<file path="src/rtl/addf_pkg.sv">
package addf_pkg;
  localparam int unsigned DATA_W       = 64;
  localparam int unsigned NUM_WIDTHS   = 4;
  localparam int unsigned SEL_W        = $clog2(NUM_WIDTHS);
  localparam int unsigned IMM_W        = 32;
  localparam int unsigned IMM_SHORT_W  = 8;
  localparam int unsigned BASE_LANE_W  = 8;

  typedef struct packed {
    logic cf;
    logic of;
    logic sf;
    logic zf;
    logic af;
    logic pf;
  } flags_t;

  // Width in bits of lane number idx: 8, 16, 32, 64.
  function automatic int unsigned lane_bits(input int unsigned idx);
    return BASE_LANE_W << idx;
  endfunction

  // Sign-extend the low from_w bits of v to DATA_W bits.
  function automatic logic [DATA_W-1:0] sign_extend(input logic [IMM_W-1:0] v,
                                                    input int unsigned from_w);
    logic [DATA_W-1:0] ext;
    for (int unsigned i = 0; i < DATA_W; i++) begin
      ext[i] = (i < from_w) ? v[i] : v[from_w-1];
    end
    return ext;
  endfunction

  // Even parity indicator for one byte.
  function automatic logic even_ones(input logic [7:0] b);
    return ~^b;
  endfunction
endpackage

</file>
<file path="src/rtl/addf_operand_sel.sv">
module addf_operand_sel #(
  parameter int unsigned DATA_W      = addf_pkg::DATA_W,
  parameter int unsigned IMM_W       = addf_pkg::IMM_W,
  parameter int unsigned IMM_SHORT_W = addf_pkg::IMM_SHORT_W
) (
  input  logic [DATA_W-1:0] src_i,
  input  logic [IMM_W-1:0]  imm_i,
  input  logic              use_imm,
  input  logic              imm_long,
  output logic [DATA_W-1:0] operand_b
);
  logic [DATA_W-1:0] imm_short_ext;
  logic [DATA_W-1:0] imm_long_ext;

  always_comb begin
    imm_short_ext = addf_pkg::sign_extend(imm_i, IMM_SHORT_W);
    imm_long_ext  = addf_pkg::sign_extend(imm_i, IMM_W);
    if (!use_imm)      operand_b = src_i;
    else if (imm_long) operand_b = imm_long_ext;
    else               operand_b = imm_short_ext;
  end
endmodule

</file>
<file path="src/rtl/addf_lane_adder.sv">
module addf_lane_adder #(
  parameter int unsigned LANE_W = 8
) (
  input  logic [LANE_W-1:0] a_i,
  input  logic [LANE_W-1:0] b_i,
  output logic [LANE_W-1:0] sum_o,
  output logic              carry_out_o,
  output logic              carry_into_top_o,
  output logic              nibble_carry_o
);
  logic [LANE_W:0]   wide_sum;
  logic [LANE_W-1:0] carry_in_vec;

  always_comb begin
    wide_sum         = {1'b0, a_i} + {1'b0, b_i};
    sum_o            = wide_sum[LANE_W-1:0];
    carry_out_o      = wide_sum[LANE_W];
    // Carry entering each bit position is recovered from a ^ b ^ sum.
    carry_in_vec     = a_i ^ b_i ^ sum_o;
    carry_into_top_o = carry_in_vec[LANE_W-1];
    nibble_carry_o   = carry_in_vec[4];
  end
endmodule

</file>
<file path="src/rtl/addf_flag_gen.sv">
module addf_flag_gen #(
  parameter int unsigned LANE_W = 8
) (
  input  logic [LANE_W-1:0]     sum_i,
  input  logic                  carry_out_i,
  input  logic                  carry_into_top_i,
  input  logic                  nibble_carry_i,
  output addf_pkg::flags_t      flags_o
);
  always_comb begin
    flags_o.cf = carry_out_i;
    flags_o.of = carry_out_i ^ carry_into_top_i;
    flags_o.sf = sum_i[LANE_W-1];
    flags_o.zf = ~|sum_i;
    flags_o.af = nibble_carry_i;
    flags_o.pf = addf_pkg::even_ones(sum_i[7:0]);
  end
endmodule

</file>
<file path="src/rtl/multiflag_adder.sv">
module multiflag_adder #(
  parameter int unsigned DATA_W     = addf_pkg::DATA_W,
  parameter int unsigned IMM_W      = addf_pkg::IMM_W,
  parameter int unsigned NUM_WIDTHS = addf_pkg::NUM_WIDTHS
) (
  input  logic [$clog2(NUM_WIDTHS)-1:0] size_sel,
  input  logic [DATA_W-1:0]             dst_i,
  input  logic [DATA_W-1:0]             src_i,
  input  logic [IMM_W-1:0]              imm_i,
  input  logic                          use_imm,
  input  logic                          imm_long,
  output logic [DATA_W-1:0]             result_o,
  output logic                          cf_o,
  output logic                          of_o,
  output logic                          sf_o,
  output logic                          zf_o,
  output logic                          af_o,
  output logic                          pf_o
);
  localparam int unsigned SEL_W = $clog2(NUM_WIDTHS);

  logic [DATA_W-1:0]  op_b;
  logic [DATA_W-1:0]  lane_res   [NUM_WIDTHS];
  addf_pkg::flags_t   lane_flags [NUM_WIDTHS];
  logic [NUM_WIDTHS-1:0] lane_carry_top;
  addf_pkg::flags_t   sel_flags;

  addf_operand_sel #(
    .DATA_W (DATA_W),
    .IMM_W  (IMM_W)
  ) u_opsel (
    .src_i     (src_i),
    .imm_i     (imm_i),
    .use_imm   (use_imm),
    .imm_long  (imm_long),
    .operand_b (op_b)
  );

  for (genvar g = 0; g < NUM_WIDTHS; g++) begin : g_lane
    localparam int unsigned LW = addf_pkg::lane_bits(g);
    logic [LW-1:0] l_sum;
    logic          l_cout;
    logic          l_ctop;
    logic          l_nib;

    addf_lane_adder #(.LANE_W(LW)) u_add (
      .a_i              (dst_i[LW-1:0]),
      .b_i              (op_b[LW-1:0]),
      .sum_o            (l_sum),
      .carry_out_o      (l_cout),
      .carry_into_top_o (l_ctop),
      .nibble_carry_o   (l_nib)
    );

    addf_flag_gen #(.LANE_W(LW)) u_flags (
      .sum_i            (l_sum),
      .carry_out_i      (l_cout),
      .carry_into_top_i (l_ctop),
      .nibble_carry_i   (l_nib),
      .flags_o          (lane_flags[g])
    );

    assign lane_res[g]       = DATA_W'(l_sum);
    assign lane_carry_top[g] = l_ctop;
  end

  logic [SEL_W-1:0] sel_idx;
  assign sel_idx = size_sel;

  always_comb begin
    result_o  = lane_res[sel_idx];
    sel_flags = lane_flags[sel_idx];
    cf_o = sel_flags.cf;
    of_o = sel_flags.of;
    sf_o = sel_flags.sf;
    zf_o = sel_flags.zf;
    af_o = sel_flags.af;
    pf_o = sel_flags.pf;
  end
endmodule

</file>
<file path="config.mk">
export PLATFORM = sky130hd
export DESIGN_NAME = multiflag_adder
export DESIGN_NICKNAME = d
export VERILOG_FILES = /design/src/rtl/addf_pkg.sv /design/src/rtl/addf_operand_sel.sv /design/src/rtl/addf_lane_adder.sv /design/src/rtl/addf_flag_gen.sv /design/src/rtl/multiflag_adder.sv
export SDC_FILE = /design/constraint.sdc
export NUM_CORES = 1
export LEC_CHECK = 0
export CAP_MARGIN = 30
export CORE_ASPECT_RATIO = 2
export CORE_MARGIN = 2
export CORE_UTILIZATION = 42
export DETAILED_ROUTE_END_ITERATION = 10
export GPL_TIMING_DRIVEN = 1
export PLACE_DENSITY = 0.82
export SETUP_SLACK_MARGIN = 0.3
export SLEW_MARGIN = 0
export SYNTH_ARGS = -nofsm -noshare
export SYNTH_HDL_FRONTEND = slang
export SYNTH_SLANG_ARGS = --single-unit
</file>
<file path="constraint.sdc">
create_clock -name vclk -period 7
set_clock_uncertainty 0.05 [all_clocks]
set_input_delay 1.4 -clock vclk [all_inputs]
set_output_delay 1.4 -clock vclk [all_outputs]
set_load 0.02 [all_outputs]
</file>
; ---- Word-level counts from Yosys, hierarchy flattened
; Index checks and enable logic that the tools add are counted.
[op_classes]
add_sub_neg = 4
order_cmp = 1
n_mux = 8
n_bitwise = 13
reduce_logical = 12
[op_table]
columns = cell, n
row1 = $mux 64, 4
row2 = $bmux 64 s2, 1
row3 = $xor 64x64->64, 2
row4 = $add 64x64->65, 1
row5 = $reduce_or 64->1, 1
row6 = $xor 32x32->32, 2
row7 = $add 32x32->33, 1
row8 = $reduce_or 32->1, 1
row9 = $reduce_xnor 8->1, 4
row10 = $xor 16x16->16, 2
row11 = $add 16x16->17, 1
row12 = $reduce_or 16->1, 1
row13 = $xor 8x8->8, 2
row14 = $bmux 6 s2, 1
row15 = $mux 6, 2
row16 = $add 8x8->9, 1
row17 = $reduce_or 8->1, 1
row18 = $logic_not 1->1, 4
row19 = $xor 1x1->1, 4
row20 = $ge 3x3->1 const B, 1
row21 = $not 2->3, 1
[word_totals]
regBits = 0
input_bits = 164
output_inout_bits = 70
word_cells = 38

; ---- Longest topological paths before layout
[depth]
ltp_word = 8
mapped_depth = 19
ltp_nobuf = 17

; ---- Hierarchy
; From an unflattened synthesis, not the netlist that was laid out.
[unflattened]
hier_cells = 1376
hier_area_um2 = 9714.3
[modules_own_cells]
columns = module, n_inst, cells_per_inst, area_per_inst_um2, seq_area_each_um2
row1 = addf_lane_adder (g_lane[3].u_add), 1, 595, 3997.6, 0.0
row2 = addf_lane_adder (g_lane[2].u_add), 1, 246, 1727.9, 0.0
row3 = multiflag_adder, 1, 112, 1083.5, 0.0
row4 = addf_operand_sel, 1, 166, 898.4, 0.0
row5 = addf_lane_adder (g_lane[1].u_add), 1, 101, 815.8, 0.0
row6 = addf_lane_adder (g_lane[0].u_add), 1, 43, 337.8, 0.0
row7 = addf_flag_gen (g_lane[3].u_flags), 1, 41, 301.5, 0.0
row8 = addf_flag_gen (g_lane[2].u_flags), 1, 29, 221.5, 0.0
row9 = addf_flag_gen (g_lane[1].u_flags), 1, 23, 183.9, 0.0
row10 = addf_flag_gen (g_lane[0].u_flags), 1, 20, 146.4, 0.0

; ---- Worst setup path after synthesis
; Ideal clock, no wire load.
[synth_timing]
path_kind = input -> output
from = in use_imm
to = out zf_o
arrival_time_ns = 5.676
required_time_ns = 5.550
setup_slack_ns = -0.126
path_stages = 17
path_buffers = 4
path_cell_list = clkbuf_1 > clkbuf_1 > clkbuf_1 > a21oi_1 > ha_1 > buf_2 > nand2_1 > a2111oi_0 > a211o_1 > xnor2_1 > o2111ai_1 > or4_4 > or4_4 > nor4_4 > nand4_1 > nor4_2 > a31o_1
[synth_between]
elab_chain_len = 7
word_cells_on_any_way = 16
classes_between = add/sub: 4 / mux: 4 / reduce/logical: 8
[synth_rtl]
columns = item, line_no
row1 = "start, declared", multiflag_adder.sv:10  ; input logic use_imm,
row2 = $mux 64 (*), addf_operand_sel.sv:18  ; if (!use_imm) operand_b = src_i;
row3 = $add 64x64->65 (tied with other cells), addf_lane_adder.sv:15  ; wide_sum = {1'b0, a_i} + {1'b0, b_i};
row4 = $reduce_or 64->1 (tied with other cells), addf_flag_gen.sv:14  ; flags_o.zf = ~|sum_i;
row5 = $logic_not 1->1, addf_flag_gen.sv:14
row6 = $bmux 6 s2 (*), multiflag_adder.sv:72  ; sel_flags = lane_flags[sel_idx];
row7 = $mux 6 (implied by the code) (*) (2 in a row), multiflag_adder.sv:72
row8 = "end, declared", multiflag_adder.sv:16  ; output logic zf_o,
; Mark *: on every way between the ends. The rest lies on a longest branch, timed or not. The select of a mux whose other input is x is not followed.

; ---- Worst setup path in the final report
[layout_timing]
from = in imm_i[17]
to = out zf_o
[layout_between]
elab_chain_len = 8
word_cells_on_any_way = 11
classes_between = add/sub: 2 / mux: 5 / reduce/logical: 4
[layout_rtl]
columns = item, line_no
row1 = "start, declared", multiflag_adder.sv:9  ; input logic [IMM_W-1:0] imm_i,
row2 = $mux 64 (*), addf_operand_sel.sv:19  ; else if (imm_long) operand_b = imm_long_ext;
row3 = $mux 64 (*), addf_operand_sel.sv:18
row4 = $add 64x64->65 or $add 32x32->33 (tied branches), addf_lane_adder.sv:15
row5 = $reduce_or 64->1 or $reduce_or 32->1 (tied branches), addf_flag_gen.sv:14
row6 = $logic_not 1->1, addf_flag_gen.sv:14
row7 = $bmux 6 s2 (*), multiflag_adder.sv:72
row8 = $mux 6 (implied by the code) (*) (2 in a row), multiflag_adder.sv:72
; Marks and branches as above.

==> run_results.csv <==
group,metric,value,unit
outcome,status,"finished with violations",
outcome,violations,"negative setup slack",
worst_hold_path,min_from,"size_sel[1]",
synthesis,synth_nets,1161,
routing,drt_first_pass_iters,5,
worst_setup_path,cp_max_fo,4,
placement,dpl_cell_area,0.0104,sq mm
final_layout,seqCellArea,0,sq um
final_layout,nClkBuffers,0,
global_route,grt_pass1_wl,48600,microns
power,power_density,146,mW/mm^2
run,maxCapViolations,0,
final_layout,seq_cells,0,
synthesis,yosysWarnings,0,
timing,timing.fmax,0.141,GHz
placement,io_buffer_count,234,
timing,fin_ws,-0.0797,ns
worst_setup_path,endpoint_kind,"output port",
worst_hold_path,whs_path_depth,3,
timing,hold_viol_final,0,
global_route,grt_usage,0.422,
routing,drt-vias-per-instance,6.22,
synthesis,syn_area,0.00572,sq mm
global_route,gr-total-overflow,0,
worst_setup_path,crit_required,5.55,ns
global_route,antenna_found_initial,0,
worst_setup_path,path_class,"in2out",
final_layout,num_antenna_cells,0,
timing,tightest_slew,0.643,ns
final_layout,final_cell_mix,"326 x buf_4, 211 x clkdlybuf4s50_1, 99 x a21oi_1",
global_route,grt_max_degree,28,
die,dieWidth,86.5,microns
worst_setup_path,worstPathArrival,5.63,ns
power,peakVddDrop,0.120,mV
final_layout,final_common_cell,"buf_4",
placement,hpwlAfterDp,26000,microns
timing,slew_headroom,0.566,
worst_hold_path,whs_endpoint,"of_o",
synthesis,synth_cells,928,
timing,min_period,7.08,ns
final_layout,final_area,0.0115,sq mm
final_layout,num-nets-final,1688,
die,die-area,0.0146,sq mm
routing,wl_per_cell,21.9,microns
power,total_power,1.69,mW
die,core_area,0.0134,sq mm
die,row_count,60,
timing,finalSetupViolations,1,
synthesis,yosysUniqueCellTypes,73,
placement,gp_congestion,1.08,
worst_hold_path,hp-class,"in2out",
final_layout,synthToLayoutAreaGrowth,102,%
power,leakagePower,5.24,nW
timing,fin_crit_sh,1.01,
timing,slew_violations,0,
routing,drc_errors,0,
placement,place_ws,-0.983,ns
global_route,grt_pass1_vias,9912,
timing,rsz0062_at_grt,"true",
die,initial_utilization,0.428,
die,fp.dieH,169,microns
worst_setup_path,worstSetupStartpointType,"input pin",
timing,setup_tns,-0.0797,ns
clocking,cts_hold_repair.buffers,0,
final_layout,layout-drive-gt1-share,0.347,
final_layout,fin_util,0.864,
synthesis,yosysSeqAreaShare,0,
routing,route.vias.total,10000,
routing,antenna_left,0,
routing,wl,35200,microns
die,io_pins,234,
routing,first_iter_violations,765,
synthesis,postSynthAreaPerCell,6.16,sq um
## cell families (layout without fill, tap and decap cells)
| family | Yosys count | after routing | synth area share |
|---|---|---|---|
| XOR/XNOR | 58 | 58 | 0.0889 |
| multiplexers | 13 | 13 | 0.0287 |
| adder cells (fa/ha/maj) | 69 | 69 | 0.152 |
| buffers and inverters | 115 | 640 | 0.0779 |
| AO/OA/AOI/OAI | 344 | 344 | 0.365 |
| AND/OR/NAND/NOR | 329 | 329 | 0.287 |
## cell usage after synthesis, drive strengths merged, types with 9 or more instances
library cell	count	area share
nand2	77	0.051
nand3	12	0.011
nand4	35	0.038
ha	68	0.15
inv	57	0.037
nor2	96	0.063
o21ai	93	0.082
a21o	19	0.025
xnor2	31	0.048
a21oi	136	0.12
o21bai	10	0.013
nor3	24	0.021
o21a	9	0.012
and2	18	0.020
a211oi	10	0.013
o211ai	10	0.013
clkbuf	51	0.033
nor2b	22	0.024
xor2	27	0.041
## layer usage
metal	track usage	vias up	part of all wire
met5	0	-	0
met4	0.349	0	0.12
met3	0.0517	314	0.066
met2	0.821	658	0.52
met1	0.359	4599	0.29
li1	-	4437	-
## critical path, cell delays in order
cell and delay (ns):
clkdlybuf4s50_1 0.45, a21oi_2 0.21, a21oi_1 0.10, ha_1 0.37, nand4_1 0.25, or3_4 0.42, a311oi_4 0.24, nand4_1 0.28
a2111oi_4 0.53, or2_4 0.21, buf_6 0.10, a31oi_4 0.09, xnor2_2 0.17, nor4_1 0.34, buf_4 0.17, a31o_1 0.16
buf_6 0.13
## cell type report
class / instances / area (sq um)
fill: 772 / 1820
inverter: 57 / 214
multi-input combinational: 813 / 6040
tap: 155 / 194
timing repair buffer: 583 / 5090
## worst max-delay path by stage
stage | from | to | slack (ns) | cells after the start
finish | imm_i[17] | zf_o | -0.08 | 17
CTS | imm_i[0] | zf_o | 0.15 | 19
global placement | imm_i[7] | zf_o | -0.87 | 18
floorplan | imm_long | zf_o | 0.33 | 18
detailed placement | imm_i[7] | zf_o | -0.98 | 18
global route | imm_i[17] | zf_o | -0.24 | 17
## through the flow
| step | cells | hold slack (ns) |
|---|---|---|
| 2_1_floorplan | 928 | 2.96 |
| 3_3_place_gp | 1563 | 3.96 |
| 3_5_place_dp | 1563 | 3.97 |
| 4_1_cts | 1592 | 3.75 |
| 5_1_grt | 1608 | 3.84 |
| 6_report | 1608 | 3.81 |
## where the power goes
| group | switching, mW | internal (mW) |
|---|---|---|
| Clock | 0 | 0 |
| Combinational | 0.852 | 0.834 |
| Sequential | 0 | 0 |
## what timing repair did
| action | 4_1_cts | 5_1_grt |
|---|---|---|
| cloned | 3 | 1 |
| buffers inserted | 26 | 15 |
| pin swaps | 78 | 55 |
| endpoints found under the setup margin | 37 | 28 |
| gates resized for setup | 175 | 77 |
Note: power is estimated with default switching activity, not from simulation.
